[src/rtl/pmr_pkg.sv]
package pmr_pkg;
  typedef enum logic [1:0] {
    PM_NORMAL  = 2'd0,
    PM_STANDBY = 2'd1,
    PM_STOP    = 2'd2,
    PM_SLEEP   = 2'd3
  } pm_mode_e;

  localparam int PM_CODE_W = 3;

  // status bit positions on a read
  localparam int ST_BAT  = 0;
  localparam int ST_WDR  = 1;
  localparam int ST_FAIL = 2;
  localparam int ST_TEMP = 3;
endpackage

[src/rtl/pmr_status.sv]
module pmr_status #(
  parameter int STAT_W = 4
) (
  input  logic              clk,
  input  logic              rst,
  input  logic              rd_en,
  input  logic [STAT_W-1:0] evt,
  output logic [STAT_W-1:0] stat_q,
  output logic [STAT_W-1:0] rd_data
);
  for (genvar i = 0; i < STAT_W; i++) begin : g_flag
    always_ff @(posedge clk) begin
      if (rst) begin
        stat_q[i] <= 1'b0;
      end else begin
        // a new event outranks the clear done by a read
        stat_q[i] <= evt[i] | (stat_q[i] & ~rd_en);
      end
    end
  end

  always_ff @(posedge clk) begin
    if (rst)        rd_data <= '0;
    else if (rd_en) rd_data <= stat_q;
  end
endmodule

[src/rtl/pmr_mode_ctl.sv]
module pmr_mode_ctl
  import pmr_pkg::*;
#(
  parameter int CODE_W = PM_CODE_W
) (
  input  logic              clk,
  input  logic              rst,
  input  logic              wr_en,
  input  logic [CODE_W-1:0] code,
  input  logic              bat_clear,
  input  logic              nostop,
  input  logic              wd_stop,
  output pm_mode_e          mode_q,
  output logic              dbg_q,
  output logic              wd_q,
  output logic              chg_q
);
  pm_mode_e mode_n;
  logic     dbg_n;
  logic     wd_n;
  logic     sleep_ok;

  assign sleep_ok = bat_clear & nostop;

  always_comb begin
    mode_n = mode_q;
    dbg_n  = dbg_q;
    if (wr_en) begin
      case (code)
        3'd0: dbg_n = ~dbg_q;
        3'd1: if (!dbg_q) mode_n = PM_NORMAL;
        3'd2: if (!dbg_q) mode_n = PM_STANDBY;
        3'd3: if (!dbg_q) mode_n = PM_STOP;
        3'd4: if (!dbg_q && sleep_ok) mode_n = PM_SLEEP;
        3'd5: if (dbg_q) mode_n = PM_NORMAL;
        3'd6: if (dbg_q) mode_n = PM_STANDBY;
        default: if (dbg_q) mode_n = PM_STOP;
      endcase
    end
  end

  always_comb begin
    if (dbg_n) begin
      wd_n = 1'b0;
    end else begin
      case (mode_n)
        PM_NORMAL, PM_STANDBY: wd_n = 1'b1;
        PM_STOP:               wd_n = wd_stop;
        default:               wd_n = 1'b0;
      endcase
    end
  end

  always_ff @(posedge clk) begin
    if (rst) begin
      mode_q <= PM_NORMAL;
      dbg_q  <= 1'b0;
      wd_q   <= 1'b1;
      chg_q  <= 1'b0;
    end else begin
      mode_q <= mode_n;
      dbg_q  <= dbg_n;
      wd_q   <= wd_n;
      chg_q  <= (mode_n != mode_q);
    end
  end
endmodule

[src/rtl/pwr_mode_reg.sv]
module pwr_mode_reg
  import pmr_pkg::*;
#(
  parameter int DATA_W = 4,
  parameter int STAT_W = 4
) (
  input  logic              clk,
  input  logic              rst,
  input  logic              wr_en,
  input  logic [DATA_W-1:0] wr_data,
  input  logic              rd_en,
  output logic [STAT_W-1:0] rd_data,
  input  logic              evt_batfail,
  input  logic              evt_temp,
  input  logic              evt_fail,
  input  logic              evt_wdrst,
  input  logic              rcr_wd_stop,
  input  logic              rcr_nostop,
  output logic [1:0]        mode,
  output logic              debug_on,
  output logic              wd_en,
  output logic              mode_chg
);
  localparam int CODE_W = PM_CODE_W;

  logic [STAT_W-1:0] evt_vec;
  logic [STAT_W-1:0] stat_q;
  pm_mode_e          mode_st;

  always_comb begin
    evt_vec          = '0;
    evt_vec[ST_BAT]  = evt_batfail;
    evt_vec[ST_WDR]  = evt_wdrst;
    evt_vec[ST_FAIL] = evt_fail;
    evt_vec[ST_TEMP] = evt_temp;
  end

  pmr_status #(.STAT_W(STAT_W)) u_stat (
    .clk     (clk),
    .rst     (rst),
    .rd_en   (rd_en),
    .evt     (evt_vec),
    .stat_q  (stat_q),
    .rd_data (rd_data)
  );

  pmr_mode_ctl #(.CODE_W(CODE_W)) u_ctl (
    .clk       (clk),
    .rst       (rst),
    .wr_en     (wr_en),
    .code      (wr_data[CODE_W-1:0]),
    .bat_clear (~stat_q[ST_BAT]),
    .nostop    (rcr_nostop),
    .wd_stop   (rcr_wd_stop),
    .mode_q    (mode_st),
    .dbg_q     (debug_on),
    .wd_q      (wd_en),
    .chg_q     (mode_chg)
  );

  assign mode = mode_st;
endmodule

[config.mk]
export PLATFORM = sky130hd
export DESIGN_NAME = pwr_mode_reg
export DESIGN_NICKNAME = d
export VERILOG_FILES = /design/src/rtl/pmr_pkg.sv /design/src/rtl/pmr_status.sv /design/src/rtl/pmr_mode_ctl.sv /design/src/rtl/pwr_mode_reg.sv
export SDC_FILE = /design/constraint.sdc
export NUM_CORES = 1
export LEC_CHECK = 0
export BUFFER_PORTS_ARGS = -buffer_cell sky130_fd_sc_hd__buf_2
export CORE_UTILIZATION = 40
export DETAILED_ROUTE_END_ITERATION = 12
export GPL_TIMING_DRIVEN = 0
export HOLD_SLACK_MARGIN = 0.15
export PLACE_DENSITY = 0.77
export SETUP_SLACK_MARGIN = 0.02
export SLEW_MARGIN = 20
export SYNTH_ARGS = -nofsm -noshare
export SYNTH_HDL_FRONTEND = slang
export SYNTH_SLANG_ARGS = --single-unit
[constraint.sdc]
create_clock -name clk -period 1.45 [get_ports clk]
set_input_delay 0.29 -clock clk [delete_from_list [all_inputs] [get_ports clk]]
set_output_delay 0.29 -clock clk [all_outputs]
set_load 0.01 [all_outputs]
# After elaboration in Yosys (flattened, before gate mapping)
# Index checks and enable logic that the tools add are counted.
[classes]
n_eq_ne = 9
n_mux = 13
n_bitwise = 12
n_reduce_logical = 5
[ops]
columns = ["operator", "count"]
rows = [
  ["$mux W2", 8],
  ["$pmux W2 S7", 1],
  ["$eq A3 B3 Y1 const B", 3],
  ["$eq A3 B2 Y1 const B", 2],
  ["$and A1 B1 Y1", 5],
  ["$or A1 B1 Y1", 4],
  ["$eq A3 B1 Y1 const B", 1],
  ["$logic_not A3 Y1", 1],
  ["$mux W1", 3],
  ["$not A1 Y1", 3],
  ["$eq A2 B1 Y1 const B", 1],
  ["$eq A2 B2 Y1 const B", 1],
  ["$logic_not A2 Y1", 1],
  ["$ne A2 B2 Y1", 1],
  ["$pmux W1 S2", 1],
  ["$reduce_or A2 Y1", 1],
  ["$logic_and A1 B1 Y1", 1],
  ["$logic_not A1 Y1", 1],
]
[totals]
ff_bits = 13
inputBits = 14
out_inout_bits = 9
elab_cells = 48

# Longest topological paths before layout
# Gate-level depths: netlist of run 1.
[logic_depth]
depth_word = 10
mapped_depth = 5
mapped_depth_nobuf = 5

# Modules after synthesis
# A second synthesis of run 1 with hierarchy kept.
[hier_totals]
cells_unflattened = 78
hier_area_um2 = 671.9
[by_module_without_submodules]
columns = ["mod", "n_inst", "cells_per_inst", "area_each_um2", "seq_area_each_um2"]
rows = [
  ["pmr_mode_ctl", 1, 47, 377.9, 100.1],
  ["pmr_status", 1, 30, 290.3, 160.2],
  ["pwr_mode_reg", 1, 1, 3.8, 0.0],
]

# Worst setup path after synthesis of run 1
# No wires, ideal clock.
[synth_timing]
path_type = "register to register"
startpoint = "register u_ctl.dbg_q"
endpoint = "register u_ctl.wd_q"
arrival_time_ns = 1.319
t_required_ns = 1.328
slack_ns = 0.009
stages_incl_launch_ff = 6
n_path_buf = 0
synth_period_minus_slack_ns = 1.441
cell_sequence = "dfxtp_1 -> or2b_2 -> a31o_2 -> a22o_2 -> nand2_1 -> a21oi_1"
[synth_via]
elab_chain_len = 9
[synth_lines]
columns = ["element", "line", "source"]
rows = [
  ["start: declaration", "pmr_mode_ctl.sv:14", "output logic dbg_q,"],
  ["start signal: assignment", "pmr_mode_ctl.sv:62", "dbg_q <= dbg_n;"],
  ["$logic_not A1 Y1", "n/a", ""],
  ["$logic_and A1 B1 Y1", "pmr_mode_ctl.sv:34", "3'd4: if (!dbg_q && sleep_ok) mode_n = PM_SLEEP;"],
  ["$mux W2", "pmr_mode_ctl.sv:34", ""],
  ["$pmux W2 S7", "pmr_mode_ctl.sv:29", "case (code)"],
  ["$mux W2", "pmr_mode_ctl.sv:28", "if (wr_en) begin"],
  ["$eq A2 B1 Y1 / $logic_not A2 Y1 (equally long branches)", "pmr_mode_ctl.sv:46", "case (mode_n)"],
  ["$reduce_or A2 Y1", "pmr_mode_ctl.sv:46", ""],
  ["$pmux W1 S2", "pmr_mode_ctl.sv:46", ""],
  ["$mux W1 (*)", "pmr_mode_ctl.sv:43", "if (dbg_n) begin"],
  ["end signal: assignment", "pmr_mode_ctl.sv:63", "wd_q <= wd_n;"],
  ["end: declaration", "pmr_mode_ctl.sv:15", "output logic wd_q,"],
]
# Mark *: on every way between the ends. The rest lies on a longest branch, timed or not.
# A chain may end at the register's enable or synchronous reset.

# Final worst setup path of run 1
# Same ends and word-level chain as after synthesis.

==> results of run 1 <==
[layer usage]
layer / vias to the layer above / wire length (um) / part of all wire / track usage
met5: - / 0 / 0 / 0
met4: 0 / 0 / 0 / 0.1293
met3: 0 / 64 / 0.052 / 0.01705
met2: 17 / 580 / 0.48 / 0.2869
met1: 237 / 574 / 0.47 / 0.2195
li1: 279 / - / - / -
[registers in the layout (all words and copies together) (netlist names)]
register	count
u_stat.stat_q	4
u_ctl.dbg_q	1
u_stat.rd_data	4
u_ctl.chg_q	1
u_ctl.wd_q	1
u_ctl.mode_q	2
[synth_stat cells (all sizes together) (2+ instances only)]
library cell,count,area share
mux2i,4,0.071
a21oi,8,0.071
inv,3,0.020
nor2,10,0.067
a31oi,2,0.022
clkbuf,2,0.013
nand2,5,0.033
or2b,2,0.029
dfxtp,13,0.46
[metrics by stage]
stage | setup TNS [ns] | power (mW) | hold WS (ns)
CTS | 0 | 0.7205 | 0.2077
global route | 0 | 0.7566 | 0.2227
finish | 0 | 0.7226 | 0.2212
global placement | -0.01940 | 0.5045 | 0.4679
floorplan | 0 | 0.4619 | 0.3662
detailed placement | -0.03196 | 0.5089 | 0.4862
[logic make-up (layout without fill, tap and decap cells)]
kind of cell	count (synthesis)	count (layout)	share of synthesized area
and+or+nand+nor	23	23	0.2183
xor gates and xnor gates	1	1	0.01559
AOI/OAI and AO/OA	17	17	0.1982
DFF	13	13	0.4633
buffers and inverters	5	32	0.03341
muxes	4	4	0.07127
[repair_timing]
item                                    4_1_cts  5_1_grt
buffers inserted                              0        3
pin swaps                                     0        2
resized for setup                             2        3
endpoints found under the setup margin        1        1
hold buffers                                  0        0
gates cloned                                  0        0
endpoints found under the hold margin         0        0
[how the worst max path moves through the flow]
stage,from,cells past startpoint,slack [ns],to
after global placement,wr_data[2],6,-0.02,u_ctl.wd_q$_SDFF_PP1_
final,u_ctl.dbg_q$_SDFF_PP0_,5,0.04,u_ctl.wd_q$_SDFF_PP1_
after floorplan,u_ctl.dbg_q$_SDFF_PP0_,5,0.06,u_ctl.wd_q$_SDFF_PP1_
after detailed placement,wr_data[2],6,-0.03,u_ctl.wd_q$_SDFF_PP1_
after CTS,u_ctl.dbg_q$_SDFF_PP0_,5,0.04,u_ctl.wd_q$_SDFF_PP1_
after global routing,u_stat.stat_q[0]$_SDFF_PP0_,5,0.01,u_ctl.wd_q$_SDFF_PP1_
[critical path: cells and delay by family (launching register included)]
kind,cells,cell delay [ns]
simple gates,2,0.63
flops,1,0.34
compound gates,3,0.32
[power breakdown]
| group | switching, mW | total [mW] | internal [mW] |
|---|---|---|---|
| Sequential | 0.0147 | 0.393 | 0.378 |
| Clock | 0.103 | 0.209 | 0.106 |
| Combinational | 0.0597 | 0.120 | 0.0606 |
[final cells by class]
type / count / share of cell area
clock buffers: 4 / 0.03529
multi-input cells: 45 / 0.3966
flip-flops and latches: 13 / 0.3529
inverters: 3 / 0.01513
well taps: 15 / 0.02521
repair buffers: 23 / 0.1647
plain buffers: 2 / 0.01008
==> metrics.yaml, run 1 <==
cts:
  clk_latency_ns: 0.27
  clk_path_buf_depth: 2
  cts_tree: "done"
  cts.clk_slew.worst_paths_ns: 0.07
  cts_sinks: 13
  htreeDepth: 1
  cts_root_buffer: "clkbuf_4"
  cts_buffers: 3
synth:
  syn_area_um2: 561.8
  synth_edf_count: 0
  syn_avg_cell_area_um2: 8.917
  ys_seq_area_frac: 0.4633
  ys_ff_latch: 13
  synth.net_count: 77
  yosysWarnings: 0
  synth.distinct_cells: 24
  synthCells: 63
  ys.flop_type: "dfxtp_1"
  postSynth.asyncResetShare: 0
power_and_ir_drop:
  p_leak_nw: 0.3478
  ir_drop_mv: 0.6367
  powerDensity_mw_per_mm2: 970.6
sta:
  final-max-slew-violation-count: 0
  fmax_ghz: 0.7111
  final.setup.worst_slack_ns: 0.04368
  finalClockSkew_ns: 0.004205
  tightestPinTransition_ns: 0.4290
  layout_min_cycle_time_ns: 1.406
  min_period_over_period: 0.9699
  rsz0062_at_grt: "false"
  hold_violations: 0
  slew_headroom: 0.7140
  setup_violations: 0
global_route:
  grt_pass1_wl_um: 1842
  grtUsageTotal: 0.1791
  grt_overflow: 0
  grt_pass1_vias: 434
  grt_max_degree: 11
  antenna_found_initial: 0
critical_path:
  r2r_slack_ns: 0.04
  cp_common_cell: "a21oi_1"
  worst_r2r_endpoint: "u_ctl.wd_q$_SDFF_PP1_"
  critPathLaunchType: "flop"
  crit_chain: "and4bb_2 -> a21oi_1 -> or3_1 -> a21oi_2 -> a21oi_1"
  crit-reg2reg-launch: "u_ctl.dbg_q$_SDFF_PP0_"
  reg2reg_depth: 5
  slowest_delay_ns: 0.34
  critPathArrivalTime_ns: 1.56
  crit_path_top_delay_cell: "dfxtp_2"
  worst-setup-path-type: "reg2reg"
  end_kind: "flop"
  critPathMaxFanout: 5
  cp.required_ns: 1.60
routing:
  drt-pass1-iter-count: 4
  vias: 533
  viasPerCell: 5.076
  drc: 0
  ant_nets: 0
  wl_per_cell_um: 11.62
  drt_first_iter_violations: 6
  wirelength_um: 1220
run:
  max_cap_viol_count: 0
layout:
  fin_util: 0.5721
  mostFrequentLayoutCells: "buf_2 (20), dfxtp_1 (11), nor2_1 (10)"
  regArea_um2: 262.8
  n_fill_cell: 136
  final_common_cell: "buf_2"
  drive_above_1_share: 0.4000
  area_delta_synth_final_pct: 32.52
  fin_nets: 105
  final_area_um2: 744.5
  instances_no_fill: 105
  multiInputGateArea_um2: 295.3
  diodes: 0
place:
  dpl.hpwl_um: 873
  port_buffers: 20
  routabilityCongestion: 0.6757
  dp_slack_ns: -0.03196
  placed_cells: 98
  place_area_um2: 681.9
floorplan:
  row_count: 13
  die-area_mm2: 0.001558
  die_h_um: 39.48
  start_util: 0.4317
  io_pins: 23
  core-area_mm2: 0.001301
  fp.dieW_um: 39.48
min_path:
  hp-start: "rst"
  holdPathEnd: "u_ctl.dbg_q$_SDFF_PP0_"
  holdPathStages: 2
  hold_path_class: "in2reg"
status:
  outcome: "finished clean"
Power figures use the tool's default switching activity.
==> run 2: changes to the inputs <==
--- a/config.mk
+++ b/config.mk
@@ -5,8 +5,9 @@
 export SDC_FILE = /design/constraint.sdc
 export NUM_CORES = 1
 export LEC_CHECK = 0
+export ABC_AREA = 1
 export BUFFER_PORTS_ARGS = -buffer_cell sky130_fd_sc_hd__buf_2
-export CORE_UTILIZATION = 40
+export CORE_UTILIZATION = 41
 export DETAILED_ROUTE_END_ITERATION = 12
 export GPL_TIMING_DRIVEN = 0
 export HOLD_SLACK_MARGIN = 0.15
==> run 2 against run 1 <==
- sequential power about the same
- worst hold slack worse by 0.0033 ns
- wire length down 4.2%
- cell count up 17%
- sequential share of layout area down 0.80 points
- clock power about the same
- final area up 1.3%
- synthesized cell count up 32%
- first-iteration DRC count rose to 2.5 times the previous value
- fmax up 16%
- synthesized area up 7.6%
- register-to-register slack better by 0.20 ns
- critical endpoint is now u_ctl.chg_q$_SDFF_PP0_
- largest power group unchanged
==> metrics.yaml, run 2 <==
status:
  outcome: "finished clean"
layout:
  drive_above_1_share: 0.3426
  area_delta_synth_final_pct: 24.84
  n_fill_cell: 135
  final_area_um2: 754.5
  fin_nets: 123
  largestRegisters: "u_stat.rd_data (4), u_stat.stat_q (4), u_ctl.mode_q (2)"
  regArea_um2: 260.3
  final_common_cell: "buf_2"
  fin_util: 0.5657
  mostFrequentLayoutCells: "buf_2 (21), nand2_1 (18), nor2_1 (13), dfxtp_1 (13), inv_1 (9)"
  diodes: 0
  multiInputGateArea_um2: 299.0
critical_path:
  end_kind: "flop"
  critPathArrivalTime_ns: 1.36
  cp.required_ns: 1.60
  r2r_slack_ns: 0.24
  critPathLaunchType: "flop"
  critPathMaxFanout: 4
  worst-setup-path-type: "reg2reg"
routing:
  met1_length_um: 490
  highest_layer: "met3"
  wl_met3_um: 60
  vias: 579
  ant_nets: 0
  wirelength_um: 1169
  drt-pass1-iter-count: 4
  drc: 0
  drt_first_iter_violations: 15
  wl_per_cell_um: 9.504
  viasPerCell: 4.707
  wl_met2_um: 618
sta:
  rsz0062_at_grt: "false"
  setup_violations: 0
  slew_headroom: 0.7190
  fin_hold_ws_ns: 0.2179
  layout_min_cycle_time_ns: 1.209
  hold_violations: 0
  fmax_ghz: 0.8268
  min_period_over_period: 0.8341
  tightestPinTransition_ns: 0.4215
  final-max-slew-violation-count: 0
  tns_ns: 0
  finalClockSkew_ns: 0.006787
synth:
  yosysWarnings: 0
  synth_most_common_cell: "nand2_1"
  syn_avg_cell_area_um2: 7.281
  synth.net_count: 97
  syn_area_um2: 604.3
  postSynth.asyncResetShare: 0
  synth_area_leaders: "dfxtp_1 (43%), nand2_1 (11%), nor2_1 (8.1%)"
  ys_ff_latch: 13
  ys_seq_area_frac: 0.4306
  synth_top_area_frac: 0.4306
  synth_edf_count: 0
  ys.flop_type: "dfxtp_1"
  synthCells: 83
  yosys.area.top_type: "dfxtp_1"
  yosys-top-cells-count: "nand2_1 (18), dfxtp_1 (13), nor2_1 (13)"
  synth.distinct_cells: 19
cts:
  cts_sinks: 13
  cts_buffers: 3
  cts.clk_slew.worst_paths_ns: 0.07
  postCtsSetupBuffers: 0
  cts_tree: "done"
  clk_latency_ns: 0.27
  clk_path_buf_depth: 2
  cts_root_buffer: "clkbuf_4"
  cts_hold_buf: 0
  htreeDepth: 1
  cts_resized: 0
run:
  max_cap_viol_count: 0
global_route:
  grt_pass1_wl_um: 1649
  grt_max_degree: 11
  grtUsageTotal: 0.1564
  antenna_found_initial: 0
  grt_pass1_vias: 433
  grt_overflow: 0
floorplan:
  die_h_um: 40.39
  core-area_mm2: 0.001334
  fp.dieW_um: 40.39
  io_pins: 23
  die-area_mm2: 0.001631
  start_util: 0.4531
  row_count: 13
power_and_ir_drop:
  ir_drop_mv: 0.6852
  power.total_mw: 0.7336
  powerDensity_mw_per_mm2: 972.4
  netSwitchingPower_mw: 0.1929
  intPower_mw: 0.5407
  comb_power_share: 0.180
  p_clk_frac: 0.287
  seqPwrFrac: 0.533
  p_sw_frac: 0.2629
  p_leak_nw: 0.3882
place:
  port_buffers: 21
  dpl.hpwl_um: 969.3
  place_area_um2: 728.2
  routabilityCongestion: 0.7732
min_path:
  hold_path_class: "in2reg"
## run 2: logic make-up after synthesis
family,share of synthesized area
AO/OA/AOI/OAI,0.1077
flip-flops,0.4306
buffers and inverters,0.07453
AND/OR/NAND/NOR,0.3727
XOR/XNOR,0.01450
## run 2: stage by stage
stage / std cells / setup slack, ns
floorplan: 83 / 0.3025
global placement: 119 / 0.2392
detailed placement: 119 / 0.2230
CTS: 123 / 0.2330
global route: 123 / 0.08459
finish: 123 / 0.2406
## run 2: area by class of cell
class | count | area share
Multi-Input combinational cell | 58 | 0.3964
Sequential cell | 13 | 0.3449
Timing Repair Buffer | 21 | 0.1393
Clock buffer | 4 | 0.03483
Tap cell | 15 | 0.02488
Buffer | 1 | 0.004975
Inverter | 11 | 0.05473
## run 2: power groups by stage
stage,combinational (mW),clock [mW],sequential (mW)
3_5_place_dp,0.132,0,0.400
5_1_grt,0.149,0.240,0.394
2_1_floorplan,0.0744,0,0.406
6_report,0.132,0.210,0.391
3_3_place_gp,0.129,0,0.398
4_1_cts,0.133,0.218,0.391
## run 2: final timing paths
| path | start | endpoint | cells past startpoint |
|---|---|---|---|
| max | u_ctl.dbg_q$_SDFF_PP0_ | u_ctl.chg_q$_SDFF_PP0_ | 9 |
| min | rst | u_ctl.dbg_q$_SDFF_PP0_ | 2 |
| max reg2reg | u_ctl.dbg_q$_SDFF_PP0_ | u_ctl.chg_q$_SDFF_PP0_ | 9 |
| min reg2reg | u_stat.stat_q[3]$_SDFF_PP0_ | u_stat.rd_data[3]$_SDFFE_PP0P_ | 2 |
## run 2: worst max-delay path: stages, from the launching register on
cell and delay (ns):
dfxtp_1 0.38, inv_1 0.08, nand2_1 0.10, inv_2 0.06, nor2_2 0.12, nand2_1 0.08
nand4_1 0.08, nand2_1 0.06, nor2_1 0.08, nor2_1 0.05
## run 2: layer usage
| layer | global-route usage | up-vias |
|---|---|---|
| li1 | - | 309 |
| met1 | 0.1867 | 255 |
| met2 | 0.2500 | 15 |
| met3 | 0.06667 | 0 |
| met4 | 0.05000 | 0 |
| met5 | 0 | - |
